==> src/rtl/bxl_pkg.sv <==
`timescale 1ns/1ps
package bxl_pkg;

    // Where a CPU access lands
    typedef enum logic [1:0] {
        RGN_BASE      = 2'd0,   // low half, always bank 0
        RGN_BANKED    = 2'd1,   // high half, selected bank
        RGN_ZP_PRIV   = 2'd2,   // swapped page-zero window, selected bank
        RGN_ZP_SHARED = 2'd3    // swapped high window, always bank 0
    } region_e;

    // Control register state
    typedef enum logic {
        MODE_FLAT   = 1'b0,
        MODE_ZPSWAP = 1'b1
    } zp_mode_e;

endpackage

==> src/rtl/bxl_ctrl_reg.sv <==
`timescale 1ns/1ps
module bxl_ctrl_reg
    import bxl_pkg::*;
#(
    parameter int BANK_W = 2
) (
    input  logic              clk,
    input  logic              rst,
    input  logic              wr_en,
    input  logic [BANK_W-1:0] wr_bank,
    input  logic              wr_zp_n,
    output logic [BANK_W-1:0] bank_q,
    output logic              zp_on
);

    zp_mode_e state_q, state_d;

    // next state: ENABLE_SWAP / DISABLE_SWAP
    always_comb begin
        state_d = state_q;
        unique case (state_q)
            MODE_FLAT:   if (wr_en && !wr_zp_n) state_d = MODE_ZPSWAP;
            MODE_ZPSWAP: if (wr_en &&  wr_zp_n) state_d = MODE_FLAT;
            default:     state_d = MODE_FLAT;
        endcase
    end

    // state register
    always_ff @(posedge clk) begin
        if (rst) begin
            state_q <= MODE_FLAT;
            bank_q  <= '0;
        end else begin
            state_q <= state_d;
            if (wr_en) bank_q <= wr_bank;
        end
    end

    // outputs
    always_comb begin
        unique case (state_q)
            MODE_FLAT:   zp_on = 1'b0;
            MODE_ZPSWAP: zp_on = 1'b1;
            default:     zp_on = 1'b0;
        endcase
    end

    AST_CFG_LOAD: assert property (@(posedge clk) disable iff (rst)
        wr_en |=> (bank_q == $past(wr_bank)) && (zp_on == !$past(wr_zp_n)));
    AST_CFG_HOLD: assert property (@(posedge clk) disable iff (rst)
        !wr_en |=> $stable(bank_q) && $stable(zp_on));
    AST_RST_STATE: assert property (@(posedge clk)
        rst |=> (bank_q == '0) && !zp_on);

endmodule

==> src/rtl/bxl_region_dec.sv <==
`timescale 1ns/1ps
module bxl_region_dec
    import bxl_pkg::*;
#(
    parameter int CPU_AW  = 16,
    parameter int WIN_LSB = 7
) (
    input  logic [CPU_AW-1:0] addr,
    input  logic              zp_on,
    output region_e           region
);

    localparam int OFF_W   = CPU_AW - 1;
    localparam int TAG_W   = OFF_W - WIN_LSB;
    localparam logic [TAG_W-1:0] WIN_TAG = TAG_W'(1);

    logic in_win;
    logic hi_half;

    assign in_win  = (addr[OFF_W-1:WIN_LSB] == WIN_TAG);
    assign hi_half = addr[CPU_AW-1];

    always_comb begin
        unique case ({zp_on && in_win, hi_half})
            2'b00:   region = RGN_BASE;
            2'b01:   region = RGN_BANKED;
            2'b10:   region = RGN_ZP_PRIV;
            2'b11:   region = RGN_ZP_SHARED;
            default: region = RGN_BASE;
        endcase
    end

endmodule

==> src/rtl/bxl_addr_map.sv <==
`timescale 1ns/1ps
module bxl_addr_map
    import bxl_pkg::*;
#(
    parameter int OFF_W  = 15,
    parameter int BANK_W = 2
) (
    input  region_e                  region,
    input  logic [BANK_W-1:0]        bank,
    input  logic [OFF_W-1:0]         offset,
    output logic [BANK_W+OFF_W-1:0]  phys
);

    logic [BANK_W-1:0] sel;

    always_comb begin
        unique case (region)
            RGN_BASE, RGN_ZP_SHARED: sel = '0;
            RGN_BANKED, RGN_ZP_PRIV: sel = bank;
            default:                 sel = '0;
        endcase
    end

    assign phys = {sel, offset};

endmodule

==> src/rtl/bank_xlate.sv <==
`timescale 1ns/1ps
module bank_xlate
    import bxl_pkg::*;
#(
    parameter int CPU_AW  = 16,
    parameter int BANK_W  = 2,
    parameter int WIN_LSB = 7
) (
    input  logic                         clk,
    input  logic                         rst,
    input  logic                         cfg_we,
    input  logic [BANK_W-1:0]            cfg_bank,
    input  logic                         cfg_zp_n,
    input  logic [CPU_AW-1:0]            cpu_addr,
    input  logic                         cpu_ce_n,
    input  logic                         cpu_we_n,
    input  logic                         cpu_oe_n,
    output logic [BANK_W+CPU_AW-2:0]     ram_addr,
    output logic                         ram_ce_n,
    output logic                         ram_we_n,
    output logic                         ram_oe_n
);

    localparam int OFF_W  = CPU_AW - 1;
    localparam int RAM_AW = BANK_W + OFF_W;
    localparam int TAG_W  = OFF_W - WIN_LSB;
    localparam logic [TAG_W-1:0] WIN_TAG = TAG_W'(1);

    logic [BANK_W-1:0] bank_q;
    logic              zp_on;
    region_e           region;

    bxl_ctrl_reg #(.BANK_W(BANK_W)) u_ctrl (
        .clk     (clk),
        .rst     (rst),
        .wr_en   (cfg_we),
        .wr_bank (cfg_bank),
        .wr_zp_n (cfg_zp_n),
        .bank_q  (bank_q),
        .zp_on   (zp_on)
    );

    bxl_region_dec #(.CPU_AW(CPU_AW), .WIN_LSB(WIN_LSB)) u_dec (
        .addr   (cpu_addr),
        .zp_on  (zp_on),
        .region (region)
    );

    bxl_addr_map #(.OFF_W(OFF_W), .BANK_W(BANK_W)) u_map (
        .region (region),
        .bank   (bank_q),
        .offset (cpu_addr[OFF_W-1:0]),
        .phys   (ram_addr)
    );

    assign ram_ce_n = cpu_ce_n;
    assign ram_we_n = cpu_we_n;
    assign ram_oe_n = cpu_oe_n;

    // checks on the mapping, relating ports to the control state
    logic win_hit;
    assign win_hit = (cpu_addr[OFF_W-1:WIN_LSB] == WIN_TAG);

    AST_OFFSET_KEEP: assert property (@(posedge clk) disable iff (rst)
        ram_addr[OFF_W-1:0] == cpu_addr[OFF_W-1:0]);
    AST_LOW_FIXED: assert property (@(posedge clk) disable iff (rst)
        (!cpu_addr[CPU_AW-1] && !(zp_on && win_hit)) |-> (ram_addr[RAM_AW-1:OFF_W] == '0));
    AST_HIGH_FLAT: assert property (@(posedge clk) disable iff (rst)
        (!zp_on && cpu_addr[CPU_AW-1]) |-> (ram_addr[RAM_AW-1:OFF_W] == bank_q));
    AST_ZP_PRIV: assert property (@(posedge clk) disable iff (rst)
        (zp_on && win_hit && !cpu_addr[CPU_AW-1]) |-> (ram_addr[RAM_AW-1:OFF_W] == bank_q));
    AST_ZP_SHARED: assert property (@(posedge clk) disable iff (rst)
        (zp_on && win_hit && cpu_addr[CPU_AW-1]) |-> (ram_addr[RAM_AW-1:OFF_W] == '0));
    AST_HIGH_SWAP: assert property (@(posedge clk) disable iff (rst)
        (zp_on && !win_hit && cpu_addr[CPU_AW-1]) |-> (ram_addr[RAM_AW-1:OFF_W] == bank_q));

endmodule

==> config.mk <==
export PLATFORM = sky130hd
export DESIGN_NAME = bank_xlate
export DESIGN_NICKNAME = d
export VERILOG_FILES = /design/src/rtl/bxl_pkg.sv /design/src/rtl/bxl_ctrl_reg.sv /design/src/rtl/bxl_region_dec.sv /design/src/rtl/bxl_addr_map.sv /design/src/rtl/bank_xlate.sv
export SDC_FILE = /design/constraint.sdc
export NUM_CORES = 1
export LEC_CHECK = 0
export ABC_AREA = 1
export BUFFER_PORTS_ARGS = -buffer_cell sky130_fd_sc_hd__buf_2
export CAP_MARGIN = 25
export CELL_PAD_IN_SITES_DETAIL_PLACEMENT = 1
export CELL_PAD_IN_SITES_GLOBAL_PLACEMENT = 2
export CORE_MARGIN = 2
export CORE_UTILIZATION = 12
export DETAILED_ROUTE_END_ITERATION = 16
export GPL_ROUTABILITY_DRIVEN = 0
export PLACE_DENSITY = 0.83
export SYNTH_ARGS = -nofsm -noshare
export SYNTH_HDL_FRONTEND = slang
export SYNTH_SLANG_ARGS = --single-unit
export TNS_END_PERCENT = 1
==> constraint.sdc <==
create_clock -name clk -period 0.88 [get_ports clk]
set_input_delay 0.132 -clock clk [delete_from_list [all_inputs] [get_ports clk]]
set_output_delay 0.132 -clock clk [all_outputs]
set_load 0.03 [all_outputs]
==> results_dict.tcl <==
set metrics [dict create \
    first_pass_iters 3 \
    cpMaxStageDelayCell "dfxtp_2" \
    violations "setup timing" \
    critPathKind "reg -> out" \
    first_global_vias 285 \
    setup-violations-final 2 \
    synthSimpleGateAreaFrac 0.226 \
    worst_slew_pin_slew_ns 0.174 \
    worstSetupEndpointType "primary output" \
    synth_seq_area_share 0.180 \
    hold_viol 0 \
    clk_pin_slew_ns 0.04 \
    finalPower_uw 563 \
    synth_compound_area_frac 0.0977 \
    syn-cell-area_um2 333 \
    grt_pass1_wl_mm 1.08 \
    cp.required_ns 0.75 \
    synthTopCellsByArea "buf_4 41%, dfxtp_1 18%, inv_1 9.0%" \
    p_sw_frac 0.319 \
    syn_nets 75 \
    cts_num_sinks 3 \
    slew_viol_final 0 \
    synthMuxAreaShare 0 \
    rsz0062_at_grt "yes" \
    cts_tree "done" \
    cp-endpoint "ram_addr[16]" \
    reg2regPathDepth 2 \
    power_frac_comb 0.305 \
    cts-root-buf "clkbuf_4" \
    status "finished, violations left" \
    grt_max_degree 5 \
    die_y_um 56.7 \
    vias 310 \
    power_frac_clock 0.428 \
    r2r_slack_ns 0.21 \
    synth_adder_area_share 0 \
    drt-initial-drc-count 8 \
    startpoint_type "flip-flop" \
    tns_ns -0.753 \
    synth_cell_types 11 \
    fin_util 0.163 \
    htree_levels 1 \
    route.antenna.remaining_nets 0 \
    reg2reg_from "u_ctrl.bank_q[0]" \
    port_buffers 24 \
    wirelength_um 724 \
    syn_area_per_cell_um2 6.66 \
    synth_xor_area_frac 0 \
    synth_top_family_by_area "buffers and inverters" \
    finClkSkew_ns 0 \
    drt-vias-per-instance 3.33 \
    cts_setup_buffers 0 \
    fillCellCount 339 \
    finalCritPeriodShare 1.43 \
    synth_top_area_frac 0.406 \
    coreArea_mm2 0.00269 \
    max_cap_viol_count 0 \
    ios 45 \
    min_period_ns 1.26 \
    fp-row-count 19 \
    worst_slack_ns -0.380 \
    routed-wl-met3_um 129 \
    crit_path_cell_trace "nand2_2 -> nor2_2 -> nand3_1 -> nand2_2 -> a21oi_4 -> buf_6" \
    highest_layer "met3" \
    pwr-share-seq 0.267 \
    worstPathArrival_ns 1.13 \
    max_stage_delay_ns 0.31 \
    synthCells 50 \
    dp_hpwl_um 645 \
    ys_seq_elements 3 \
    p_switching_uw 180 \
    grt_remaining_overflow 0 \
    internal_power_uw 383 \
    relSlewSlack 0.883 \
    p_per_area_mw_per_mm2 1280 \
    hold_class "in -> reg" \
    avgRoutedWirePerCell_um 7.78 \
    crit_fanout 2 \
    wl_met1_um 290 \
    fmax_mhz 794 \
    die_area_mm2 0.00321 \
    die_w_um 56.7 \
    cellLeakagePower_uw 0.000220 \
    antenna_found_initial 0 \
    insertion_delay_ns 0.23 \
    dr_wl_met2_um 303 \
    antennaDiodeCount 0 \
    ys_warn_count 0 \
    grt_usage 0.0452 \
    cpMostUsedCell "nand2_2" \
    start_util 0.124 \
    cts_buffers 3 \
    num-nets-final 88 \
    drc 0 \
    place_ws_ns -0.244 \
    drive_above_1_share 0.613 \
    synth_top_area_cell "buf_4" \
    ir_drop_mv 0.586 \
    clk_path_buf_depth 2 \
    r2r_end "u_ctrl.bank_q[0]" \
    area_delta_synth_final_pct 32.0 \
]
==> power by group through the flow <==
stage | clock network, uW | registers, uW | logic [uW]
2_1_floorplan | 0 | 152 | 205
3_3_place_gp | 0 | 152 | 165
3_5_place_dp | 0 | 153 | 167
4_1_cts | 256 | 150 | 174
5_1_grt | 275 | 151 | 186
6_report | 241 | 150 | 172
==> repair_timing <==
action                                  CTS  global route
endpoints found under the setup margin    2             2
pin swaps                                 1             1
hold buffers                              0             0
resized for setup                         4             1
==> logic make-up after synthesis <==
| logic type | after synthesis |
|---|---|
| buffers and inverters | 26 |
| and+or+nand+nor | 16 |
| AOI/OAI and AO/OA | 5 |
| DFF | 3 |
==> area by class of cell <==
type	count	area (um2)	area share
repair buffers	26	148	0.336
inverters	8	30.0	0.0684
well taps	31	38.8	0.0883
multi-input cells	21	135	0.308
clock buffers	4	26.3	0.0598
flip-flops and latches	3	61.3	0.140
==> Yosys cell counts (all sizes together) <==
library cell and n:
nand3 2, a211oi 3, buf 18, inv 8
nand2 5, a21oi 2, nor2 9, dfxtp 3
==> worst min path at each step <==
stage | start | end | slack, ns | depth (start not counted)
global route | cfg_zp_n | flip-flop | 0.07 | 2
detailed placement | cpu_addr[0] | ram_addr[0] | 0.26 | 0
global placement | cpu_addr[0] | ram_addr[0] | 0.26 | 0
CTS | cfg_zp_n | flip-flop | 0.07 | 2
floorplan | rst | flip-flop | 0.20 | 1
finish | cfg_zp_n | flip-flop | 0.08 | 2
==> routing by layer <==
metal / GRT usage / up-vias
li1: - / 158
met1: 0.0446 / 130
met2: 0.0664 / 22
met3: 0.0323 / 0
met4: 0.0306 / 0
met5: 0 / -
==> critical path, delay by kind of cell, from the launching register on <==
kind            cells  cell delay, ns
buf+inv             1            0.14
flops               1            0.31
simple gates        4            0.29
compound gates      1            0.16
==> layout by cell type (no fill, tap or decap) <==
cell type / instances
buf_2: 22
inv_1: 8
nor2_1: 6
nand2_1: 3
nor2_2: 3
a211oi_1: 3
clkbuf_4: 3
nand2_2: 2
a21oi_4: 2
buf_6: 2
buf_4: 2
dfxtp_1: 2
nand3_1: 1
nand3_2: 1
dfxtp_2: 1
clkbuf_1: 1
==> stage by stage <==
step	instances	hold WS (ns)	area [um2]
after detailed placement	89	0.264	398
after CTS	93	0.0668	437
final	93	0.0757	439
after floorplan	50	0.203	359
after global routing	93	0.0731	439
after global placement	89	0.264	398
Note: power is estimated with default switching activity, not from simulation.
